--- config.mk ---
export PLATFORM = sky130hd
export DESIGN_NAME = serial_mode_lock
export DESIGN_NICKNAME = d
export VERILOG_FILES = /design/src/rtl/sml_pkg.sv /design/src/rtl/sml_sync.sv /design/src/rtl/sml_rise_det.sv /design/src/rtl/sml_lock_fsm.sv /design/src/rtl/sml_status_rd.sv /design/src/rtl/serial_mode_lock.sv
export SDC_FILE = /design/constraint.sdc
export NUM_CORES = 1
export LEC_CHECK = 0
export BUFFER_PORTS_ARGS = -buffer_cell sky130_fd_sc_hd__buf_2
export CORE_AREA = 3 3 40 42
export CTS_CLUSTER_DIAMETER = 50
export DETAILED_ROUTE_END_ITERATION = 16
export DIE_AREA = 0 0 43 45
export HOLD_SLACK_MARGIN = 0.1
export PLACE_DENSITY_LB_ADDON = 0.2
export SLEW_MARGIN = 40
export SYNTH_ARGS = -nofsm -noshare
export SYNTH_HDL_FRONTEND = slang
export SYNTH_SLANG_ARGS = --single-unit
--- constraint.sdc ---
create_clock -name clk -period 2.2 [get_ports clk]
set_input_delay 0.11 -clock clk [delete_from_list [all_inputs] [get_ports clk]]
set_output_delay 0.11 -clock clk [all_outputs]
set_load 0.005 [all_outputs]
--- src/rtl/sml_pkg.sv ---
package sml_pkg;

    // Protocol selection states
    typedef enum logic [0:0] {
        ST_I2C_LISTEN = 1'b0,
        ST_SPI_LOCKED = 1'b1
    } sml_state_e;

    localparam logic [7:0] SML_STATUS_ADDR = 8'h7F;

endpackage

--- src/rtl/sml_sync.sv ---
module sml_sync #(
    parameter int unsigned STAGES  = 2,
    parameter logic        RST_VAL = 1'b1
) (
    input  logic clk,
    input  logic rst_n,
    input  logic d_async,
    output logic q_sync
);

    logic [STAGES-1:0] chain_q;

    generate
        for (genvar s = 0; s < STAGES; s++) begin : g_stage
            if (s == 0) begin : g_first
                always_ff @(posedge clk or negedge rst_n) begin
                    if (!rst_n) chain_q[0] <= RST_VAL;
                    else        chain_q[0] <= d_async;
                end
            end else begin : g_next
                always_ff @(posedge clk or negedge rst_n) begin
                    if (!rst_n) chain_q[s] <= RST_VAL;
                    else        chain_q[s] <= chain_q[s-1];
                end
            end
        end
    endgenerate

    assign q_sync = chain_q[STAGES-1];

endmodule

--- src/rtl/sml_rise_det.sv ---
module sml_rise_det #(
    parameter logic IDLE_LVL = 1'b1
) (
    input  logic clk,
    input  logic rst_n,
    input  logic level,
    output logic rise
);

    logic level_d;

    // History starts at the idle level so a high pin at reset is no edge
    always_ff @(posedge clk or negedge rst_n) begin
        if (!rst_n) level_d <= IDLE_LVL;
        else        level_d <= level;
    end

    assign rise = level & ~level_d;

endmodule

--- src/rtl/sml_lock_fsm.sv ---
module sml_lock_fsm
    import sml_pkg::*;
#(
    parameter int unsigned LOCK_EDGES = 3
) (
    input  logic clk,
    input  logic rst_n,
    input  logic rise,
    output logic locked
);

    localparam int unsigned CNT_W = $clog2(LOCK_EDGES + 1);
    localparam logic [CNT_W-1:0] CNT_LAST = CNT_W'(LOCK_EDGES - 1);
    localparam logic [CNT_W-1:0] CNT_SAT  = CNT_W'(LOCK_EDGES);

    sml_state_e       state_q, state_d;
    logic [CNT_W-1:0] cnt_q, cnt_d;

    // State register: cleared only by power-on reset
    always_ff @(posedge clk or negedge rst_n) begin
        if (!rst_n) begin
            state_q <= ST_I2C_LISTEN;
            cnt_q   <= '0;
        end else begin
            state_q <= state_d;
            cnt_q   <= cnt_d;
        end
    end

    // Transitions: COUNT, LOCK, HOLD
    always_comb begin
        state_d = state_q;
        cnt_d   = cnt_q;
        unique case (state_q)
            ST_I2C_LISTEN: begin
                if (rise) begin
                    if (cnt_q == CNT_LAST) begin
                        state_d = ST_SPI_LOCKED;
                        cnt_d   = CNT_SAT;
                    end else begin
                        cnt_d = cnt_q + 1'b1;
                    end
                end
            end
            ST_SPI_LOCKED: begin
                state_d = ST_SPI_LOCKED;
                cnt_d   = CNT_SAT;
            end
            default: begin
                state_d = ST_I2C_LISTEN;
                cnt_d   = '0;
            end
        endcase
    end

    // Outputs
    always_comb begin
        unique case (state_q)
            ST_SPI_LOCKED: locked = 1'b1;
            default:       locked = 1'b0;
        endcase
    end

endmodule

--- src/rtl/sml_status_rd.sv ---
module sml_status_rd #(
    parameter int unsigned       ADDR_W      = 8,
    parameter int unsigned       DATA_W      = 8,
    parameter logic [ADDR_W-1:0] STATUS_ADDR = ADDR_W'(8'h7F)
) (
    input  logic [ADDR_W-1:0] addr,
    input  logic              lock_flag,
    output logic [DATA_W-1:0] rdata
);

    always_comb begin
        rdata = '0;
        if (addr == STATUS_ADDR) rdata[0] = lock_flag;
    end

endmodule

--- src/rtl/serial_mode_lock.sv ---
module serial_mode_lock #(
    parameter int unsigned       SYNC_STAGES = 2,
    parameter int unsigned       LOCK_EDGES  = 3,
    parameter int unsigned       ADDR_W      = 8,
    parameter int unsigned       DATA_W      = 8,
    parameter logic [ADDR_W-1:0] STATUS_ADDR = ADDR_W'(sml_pkg::SML_STATUS_ADDR)
) (
    input  logic              clk,
    input  logic              por_n,
    input  logic              sw_rst,
    input  logic              cs_n_pin,
    input  logic [ADDR_W-1:0] reg_addr,
    output logic [DATA_W-1:0] reg_rdata,
    output logic              spi_mode,
    output logic              spi_xfer_active
);

    logic cs_n_sync;
    logic cs_rise;
    logic lock_flag;

    // Software reset reaches this block but must leave the lock alone
    logic unused_sw_rst;
    assign unused_sw_rst = sw_rst;

    sml_sync #(
        .STAGES  (SYNC_STAGES),
        .RST_VAL (1'b1)
    ) u_sync (
        .clk     (clk),
        .rst_n   (por_n),
        .d_async (cs_n_pin),
        .q_sync  (cs_n_sync)
    );

    sml_rise_det #(
        .IDLE_LVL (1'b1)
    ) u_rise (
        .clk   (clk),
        .rst_n (por_n),
        .level (cs_n_sync),
        .rise  (cs_rise)
    );

    sml_lock_fsm #(
        .LOCK_EDGES (LOCK_EDGES)
    ) u_fsm (
        .clk    (clk),
        .rst_n  (por_n),
        .rise   (cs_rise),
        .locked (lock_flag)
    );

    sml_status_rd #(
        .ADDR_W      (ADDR_W),
        .DATA_W      (DATA_W),
        .STATUS_ADDR (STATUS_ADDR)
    ) u_status (
        .addr      (reg_addr),
        .lock_flag (lock_flag),
        .rdata     (reg_rdata)
    );

    assign spi_mode        = lock_flag;
    assign spi_xfer_active = lock_flag & ~cs_n_sync;

endmodule

Word level (Yosys, flattened, before mapping). Index checks and enable logic that the tools add are counted.

Register bits: 6. Input port bits: 12. Output and inout bits: 10.

Add/sub/neg operators: 1. Muxes and demuxes: 8. Equality and inequality tests: 3. Bitwise gates (word level): 5.

Operator list (number): $eq 8x7->1 const B (1); $mux 1 (4); $mux 2 (2); $pmux 2 s2 (1); $not 1->1 (3); $add 2x1->2 const B (1); $and 1x1->1 (2); $eq 2x2->1 const B (1); $ne 2x2->1 const B (1); $pmux 1 s2 (1).

Longest topological paths before layout. Gate-level depths: netlist (run 1).

Depth in word-level cells: 4. Depth in mapped cells: 4. Gate-level depth less buffers: 4.

Modules after synthesis. A second synthesis (run 1) with hierarchy kept.

Cell total of the unflattened synthesis: 28. Area, all modules: 325.3 um2.

By module, submodules not included: sml_lock_fsm (cells each 12, times used 1, seq. area each 75.1 um2, area an instance 136.4 um2); sml_status_rd (cells each 11, times used 1, seq. area each 0.0 um2, area an instance 82.6 um2); sml_sync (cells each 2, times used 1, seq. area each 52.6 um2, area an instance 52.6 um2); sml_rise_det (cells each 2, times used 1, seq. area each 26.3 um2, area an instance 40.0 um2); serial_mode_lock (cells each 1, times used 1, seq. area each 0.0 um2, area an instance 13.8 um2).

Least setup slack after synthesis (run 1). Ideal clock, no wire load.

Path type: reg2reg. From: register u_rise.level_d. To: register u_fsm.cnt_q[1]. Path slack: 1162 ps. Cell stages (with the launch flop): 4. Clock period less this slack: 1038 ps. Library setup time: 118 ps. Buffers on the path: 0. Required time: 2082 ps. Arrival time: 920 ps. Cell sequence: dfstp_2 > nor2b_4 > or2_1 > a21o_1.

Word-level cells in the longest chain between the ends: 3.

RTL lines: from (decl) (RTL line sml_rise_det.sv:10) `logic level_d;`; from (signal assigned) (RTL line sml_rise_det.sv:15) `else level_d <= level;`; $not 1->1 (RTL line sml_rise_det.sv:18) `assign rise = level & ~level_d;`; $and 1x1->1 (RTL line sml_rise_det.sv:18); $ne 2x2->1 (no line); to (signal assigned) (RTL line sml_lock_fsm.sv:26) `cnt_q <= cnt_d;`; to (decl) (RTL line sml_lock_fsm.sv:17) `logic [CNT_W-1:0] cnt_q, cnt_d;`.

No other way between the ends. A chain may end at the register's enable or synchronous reset.

Worst setup path in the final report (run 1).
From: register u_sync.chain_q[1] (netlist: u_sync.q_sync). To: output port spi_xfer_active.

Word-level cells in the longest chain between the ends: 2.

RTL lines: from (decl) (RTL line sml_sync.sv:11) `logic [STAGES-1:0] chain_q;`; from (signal, indexed assignment) (RTL line sml_sync.sv:23) `else chain_q[s] <= chain_q[s-1];`; $not 1->1 (RTL line serial_mode_lock.sv:65) `assign spi_xfer_active = lock_flag & ~cs_n_sync;`; $and 1x1->1 (RTL line serial_mode_lock.sv:65); to (decl) (RTL line serial_mode_lock.sv:15) `output logic spi_xfer_active`.

No other way between the ends.

==> run metrics, run 1 <==
register share of total power=45.0%; Setup crit end kind=output pin; via count=228; internal power=0.2463 mW; vias per inst=3.738; CTS Buf Count=3; GRT Total Usage=6.119%; crit share post-route=54.36%; CP Data Required Time=2090 ps; sequential cell area=153.9 µm²; max-slew violations=0; DP HPWL=398.4 µm; first-pass GRT wire length=869 µm; Mapped Area=311.5 µm²; status=complete, no violations; TritonCTS Sinks=6; crit path DAT=1090 ps; fin cells=61; Syn Inst Count=28; # Max-Cap Violations=0; Clk pwr share=32.2%; Finish-stage setup viols=0; total grt overflow=0; largest net degree at the start of global routing=7; FP Rows=13; Pre-antenna DRT Iters=1; share of layout cells above drive strength 1=47.83%; Clock transition at path regs=50 ps; area delta synth->final=32.13%; gp weighted congestion=0.6386; routed len/inst=8.131 µm; P_sw=0.08592 mW; Hold WC Path Type=primary input to asynchronous set/reset pin; Skew-Pair Late Insertion Delay=240 ps; setup TNS=0 ps; critical path type=flip-flop to output pin; Die Ht=45 µm; total routed wirelength=496 µm; core area=1285 µm²; register bit total from synthesis=6; Crit Path Max Fanout=3; clk buf depth=2; Max IR drop VDD=277.1 µV; RSZ-0062 raised after global routing=no; leakage=0.2080 nW; sw frac=25.86%; Starting Density=24.25%; CTS Root Cell=clkbuf_4; Avg Inst Size Synth=11.13 µm²; die area=1935 µm²; ant diodes=0; initial drt markers=0; Combinational Power Share=22.8%; die span in x=43 µm; FILL cells=141; initial antenna violation count=0; vias in the first global route=225; crit path time final=1196 ps; Multi-input gate area=120.1 µm²; I/O pin count=22; detailed-route DRC error count=0; CTS tree=done; count of cell types in the netlist=17; synth warn=0; nature of the critical path startpoint=flip-flop; PD cells=807.1 nW/µm²; hold_ws=216.8 ps; Seq/Total Area, Yosys=49.40%; Max Clk Rate=0.8362 GHz; Setup Skew=7.817 ps; post-route ant nets=0; # port buffers=13; Final Hold Vio Count=0; H-tree Lvls=1; Final nets=60; placed insts=55; Setup Fix Bufs, Post-CTS=0
-- power by group through the flow --
| stage | combinational, mW | clock (mW) | sequential, mW |
|---|---|---|---|
| 6_report | 0.0756 | 0.107 | 0.150 |
| 5_1_grt | 0.0881 | 0.121 | 0.155 |
| 4_1_cts | 0.0767 | 0.115 | 0.151 |
| 3_5_place_dp | 0.0737 | 0 | 0.152 |
| 3_3_place_gp | 0.0708 | 0 | 0.150 |
| 2_1_floorplan | 0.0508 | 0 | 0.149 |
-- worst max-delay path, stage by stage, from the launching register on --
cell and delay [ps]:
dfstp_2 530, and2b_2 200, buf_2 120
-- cells by family after synthesis --
group / count (synthesis) / synth area share, %
AOI/OAI and AO/OA: 2 / 5.222
xor gates and xnor gates: 1 / 2.812
adders and majority gates: 1 / 4.015
buffers and inverters: 9 / 19.28
DFF: 6 / 49.40
other: 1 / 1.204
and+or+nand+nor: 8 / 18.07
-- final timing paths --
check	startpoint	cells past startpoint	endpoint	slack (ps)
setup / recovery	u_sync.q_sync$_DFF_PN1_	2	spi_xfer_active	1000
hold / removal	por_n	2	u_fsm.state_q$_DFF_PN0_	220
setup reg to reg	u_rise.level_d$_DFF_PN1_	3	u_fsm.cnt_q[1]$_DFFE_PN0P_	1140
hold reg to reg	u_sync.chain_q[0]$_DFF_PN1_	0	u_sync.q_sync$_DFF_PN1_	360
max in group asynchronous	por_n	2	u_sync.q_sync$_DFF_PN1_	1760
min in group clk	u_sync.chain_q[0]$_DFF_PN1_	0	u_sync.q_sync$_DFF_PN1_	360
-- through the flow --
step	cell area, µm²	power (mW)	util [%]	setup WS, ps
global placement	365.4	0.2212	28.43	1148
global route	411.6	0.3642	32.04	864.8
CTS	411.6	0.3421	32.04	984.2
finish	411.6	0.3322	32.04	1004
floorplan	334.1	0.1999	-	1162
detailed placement	365.4	0.2258	28.43	1132
-- final cells by class --
type                    instances  share of cell area [%]
repair buffers                 15                   20.67
well taps                      15                   4.559
flip-flops and latches          6                   37.39
clock buffers                   4                   6.383
inverters                       2                   1.824
multi-input cells              19                   29.18
-- synth_stat cells --
cell type / number / area, µm²
nor4_1: 1 / 6.260
dfrtp_1: 3 / 75.07
a21o_2: 1 / 8.760
or2_1: 1 / 6.260
a21o_1: 1 / 7.510
dfstp_2: 3 / 78.83
nand3_1: 1 / 5.000
nor2b_4: 1 / 13.76
buf_4: 7 / 52.55
nand4_1: 1 / 6.260
nand2b_1: 1 / 6.260
and2b_2: 1 / 8.760
xnor2_1: 1 / 8.760
inv_1: 2 / 7.510
conb_1: 1 / 3.750
ha_1: 1 / 12.51
nand2_1: 1 / 3.750
-- registers in the layout, summed over array words and instances, names as in the netlist --
register / count
u_fsm.cnt_q: 2
u_fsm.state_q: 1
u_rise.level_d: 1
u_sync.chain_q: 1
u_sync.q_sync: 1
-- layer usage --
| layer | wire (µm) | GRT usage, % | vias up |
|---|---|---|---|
| met1 | 196 | 6.634 | 97 |
| met4 | 0 | 5.422 | 0 |
| met3 | 107 | 2.390 | 0 |
| li1 | - | - | 110 |
| met5 | 0 | 0 | - |
| met2 | 192 | 9.281 | 21 |
-- layout by cell type (no fill, tap or decap) --
cell,synthesis,routed
xnor2_1,1,1
buf_2,0,13
or2_1,1,1
nor4_1,1,1
clkbuf_1,0,1
ha_1,1,1
dlygate4sd3_1,0,2
inv_1,2,2
nand2b_1,1,1
nand2_1,1,1
dfstp_2,3,3
nor2b_4,1,1
nand4_1,1,1
conb_1,1,7
dfrtp_1,3,3
and2b_2,1,1
clkbuf_4,0,3
nand3_1,1,1
a21o_1,1,1
a21o_2,1,1
-- what timing repair did --
action / CTS / global route
hold buffers: 2 / 0
resized for setup: 0 / 0
hold endpoints to repair: 7 / 0
Power figures use the tool's default switching activity.
==> inputs of run 2 (changes only) <==
Settings changed: ABC_AREA set to 1.
Clock period 2.2 ns to 1.2 ns, I/O delays scaled along.
==> run 2 against run 1 <==
Routed wire length increased by 11%. Clock power increased by 90%. Final cell count increased by 18%. Final area is 3.3% higher. Non-clock buffer count did not move. Sequential cell count stayed put. Critical path depth stayed put. Highest routed layer unchanged. Hold slack got worse by 58 ps. Synthesized cell count rose by 39%. Global-route usage grew 0.85 points. Via count up 17%.
==> run metrics, run 2 <==
total grt overflow=0 (unchanged); top-count cell post-synth=nand2_1; leakage=0.2339 nW (+12%); synth warn=0 (unchanged); # resized after CTS=0 (unchanged); area delta synth->final=30.77%; Avg Inst Size Synth=8.341 µm² (-25%); Final Hold Vio Count=0 (unchanged); FP Rows=13 (unchanged); most frequent cells in the layout=buf_2 (13), nand2_1 (10), conb_1 (7), inv_1 (4); total routed wirelength=550 µm (+11%); Max Clk Rate=0.9929 GHz; CTS Root Cell=clkbuf_4; status=complete, no violations; crit path time final=1007 ps; initial drt markers=0 (unchanged); Final nets=71 (+18%); GRT Total Usage=6.969% (+0.85 points); post-synth top area share=24.23% (-1.1 points); CP Data Required Time=1140 ps (-950 ps); critical path type=flip-flop to output pin; Hold WC Path Type=primary input to asynchronous set/reset pin; Reg2Reg Depth=6 (+3); commonest non-fill, non-tap cell in the layout=buf_2; Mapped Area=325.3 µm² (+4.4%); Die Ht=45 µm (unchanged); die span in x=43 µm (unchanged); synth top area cells=dfstp_2 (24%), dfrtp_1 (23%), buf_4 (16%); TritonCTS Sinks=6 (unchanged); core area=1285 µm² (unchanged); Yosys top cell by area=dfstp_2; Synth Flop Type=dfstp_2; Starting Density=25.32% (+1.1 points); PD cells=1495 nW/µm² (+85%); Skew-Pair Late Insertion Delay=240 ps (about the same); top post-synthesis cells by count=nand2_1 (10), buf_4 (7), inv_1 (4); # Max-Cap Violations=0 (unchanged); Seq/Total Area, Yosys=47.31% (-2.1 points); count of cell types in the netlist=13 (-4); ys async rst share=100.0% (unchanged); max-slew violations=0 (unchanged); H-tree Lvls=1 (unchanged); placed insts=66 (+20%); max reg flops=2 (unchanged); Setup crit end kind=output pin; post-route ant nets=0 (unchanged); Setup Skew=1.029 ps (-6.788 ps); Max IR drop VDD=1024 µV (+270%); share of layout cells above drive strength 1=38.60% (-9.2 points); clk buf depth=2 (unchanged); gp weighted congestion=0.7674 (+20%); # port buffers=13 (unchanged); Post-synth EDFFs=0 (unchanged); Pre-antenna DRT Iters=1 (unchanged); RSZ-0062 raised after global routing=no; crit path DAT=950 ps (-140 ps); Clock transition at path regs=50 ps (about the same); CTS Buf Count=3 (unchanged); DP HPWL=440.4 µm (+11%); CTS tree=done; vias in the first global route=240 (+6.7%); Most flops, register=u_fsm.cnt_q; vias per inst=3.694 (-1.2%); Syn Inst Count=39 (+39%); I/O pin count=22 (unchanged); initial antenna violation count=0 (unchanged); register bit total from synthesis=6 (unchanged); Finish-stage setup viols=0 (unchanged); Crit Path Max Fanout=3 (unchanged); fin cells=72 (+18%); ant diodes=0 (unchanged); detailed-route DRC error count=0 (unchanged); via count=266 (+17%); first-pass GRT wire length=938 µm (+7.9%); crit share post-route=83.93%; largest net degree at the start of global routing=7 (unchanged); routed len/inst=7.639 µm (-6.1%); setup TNS=0 ps (unchanged); die area=1935 µm² (unchanged); nature of the critical path startpoint=flip-flop
==> run 2: through the flow <==
stage / worst slack [ps] / area [µm²] / utilization, % / power (mW) / hold WS, ps
floorplan: 309.7 / 347.8 / - / 0.3901 / -235.6
global placement: 255.8 / 379.1 / 29.50 / 0.4319 / -108.5
detailed placement: 256.0 / 379.1 / 29.50 / 0.4349 / -112.2
CTS: 174.1 / 425.4 / 33.11 / 0.6509 / 151.8
global route: 107.9 / 425.4 / 33.11 / 0.6950 / 177.6
finish: 192.8 / 425.4 / 33.11 / 0.6359 / 158.6
==> run 2: final timing paths <==
check,start,end,slack [ps]
setup / recovery,u_sync.q_sync$_DFF_PN1_,spi_xfer_active,190
hold / removal,por_n,u_fsm.cnt_q[1]$_DFFE_PN0P_,160
setup reg to reg,u_fsm.cnt_q[0]$_DFFE_PN0P_,u_fsm.cnt_q[0]$_DFFE_PN0P_,240
hold reg to reg,u_sync.chain_q[0]$_DFF_PN1_,u_sync.q_sync$_DFF_PN1_,350
max in group asynchronous,por_n,u_rise.level_d$_DFF_PN1_,820
min in group clk,u_sync.chain_q[0]$_DFF_PN1_,u_sync.q_sync$_DFF_PN1_,350
==> run 2: repair_timing <==
action	in CTS	in global routing
hold buffers	2	0
buffers inserted	0	0
endpoints found under the hold margin	7	0
==> run 2: report_power, final <==
group | switching [mW] | total (mW) | internal, mW
combinational | 0.0972 | 0.171 | 0.0741
sequential | 0.0213 | 0.262 | 0.241
clock | 0.0764 | 0.203 | 0.126
==> run 2: metal layers <==
layer	part of all wire, %	GRT usage [%]	vias up	routed length, µm
met2	42	9.581	21	230
met1	39	7.654	108	212
met5	0	0	-	0
li1	-	-	137	-
met4	0	3.614	0	0
met3	20	5.578	0	108
==> run 2: final cells by class <==
cell class / instances / area [µm²]
multi-input combinational: 27 / 122.6
clock buffer: 4 / 26.28
timing repair buffer: 15 / 85.08
inverter: 5 / 18.77
fill: 142 / 859.6
tap: 15 / 18.77
sequential: 6 / 153.9
==> run 2: logic make-up after synthesis <==
logic type	share of synthesized area [%]
buffers and inverters	21.92
DFF	47.31
other	1.153
adders and majority gates	3.846
and+or+nand+nor	24.23
AOI/OAI and AO/OA	1.537
==> run 2: critical path, stage by stage, from the launching register on <==
cell     delay, ps
dfstp_2        540
nor2_1          50
buf_2          120
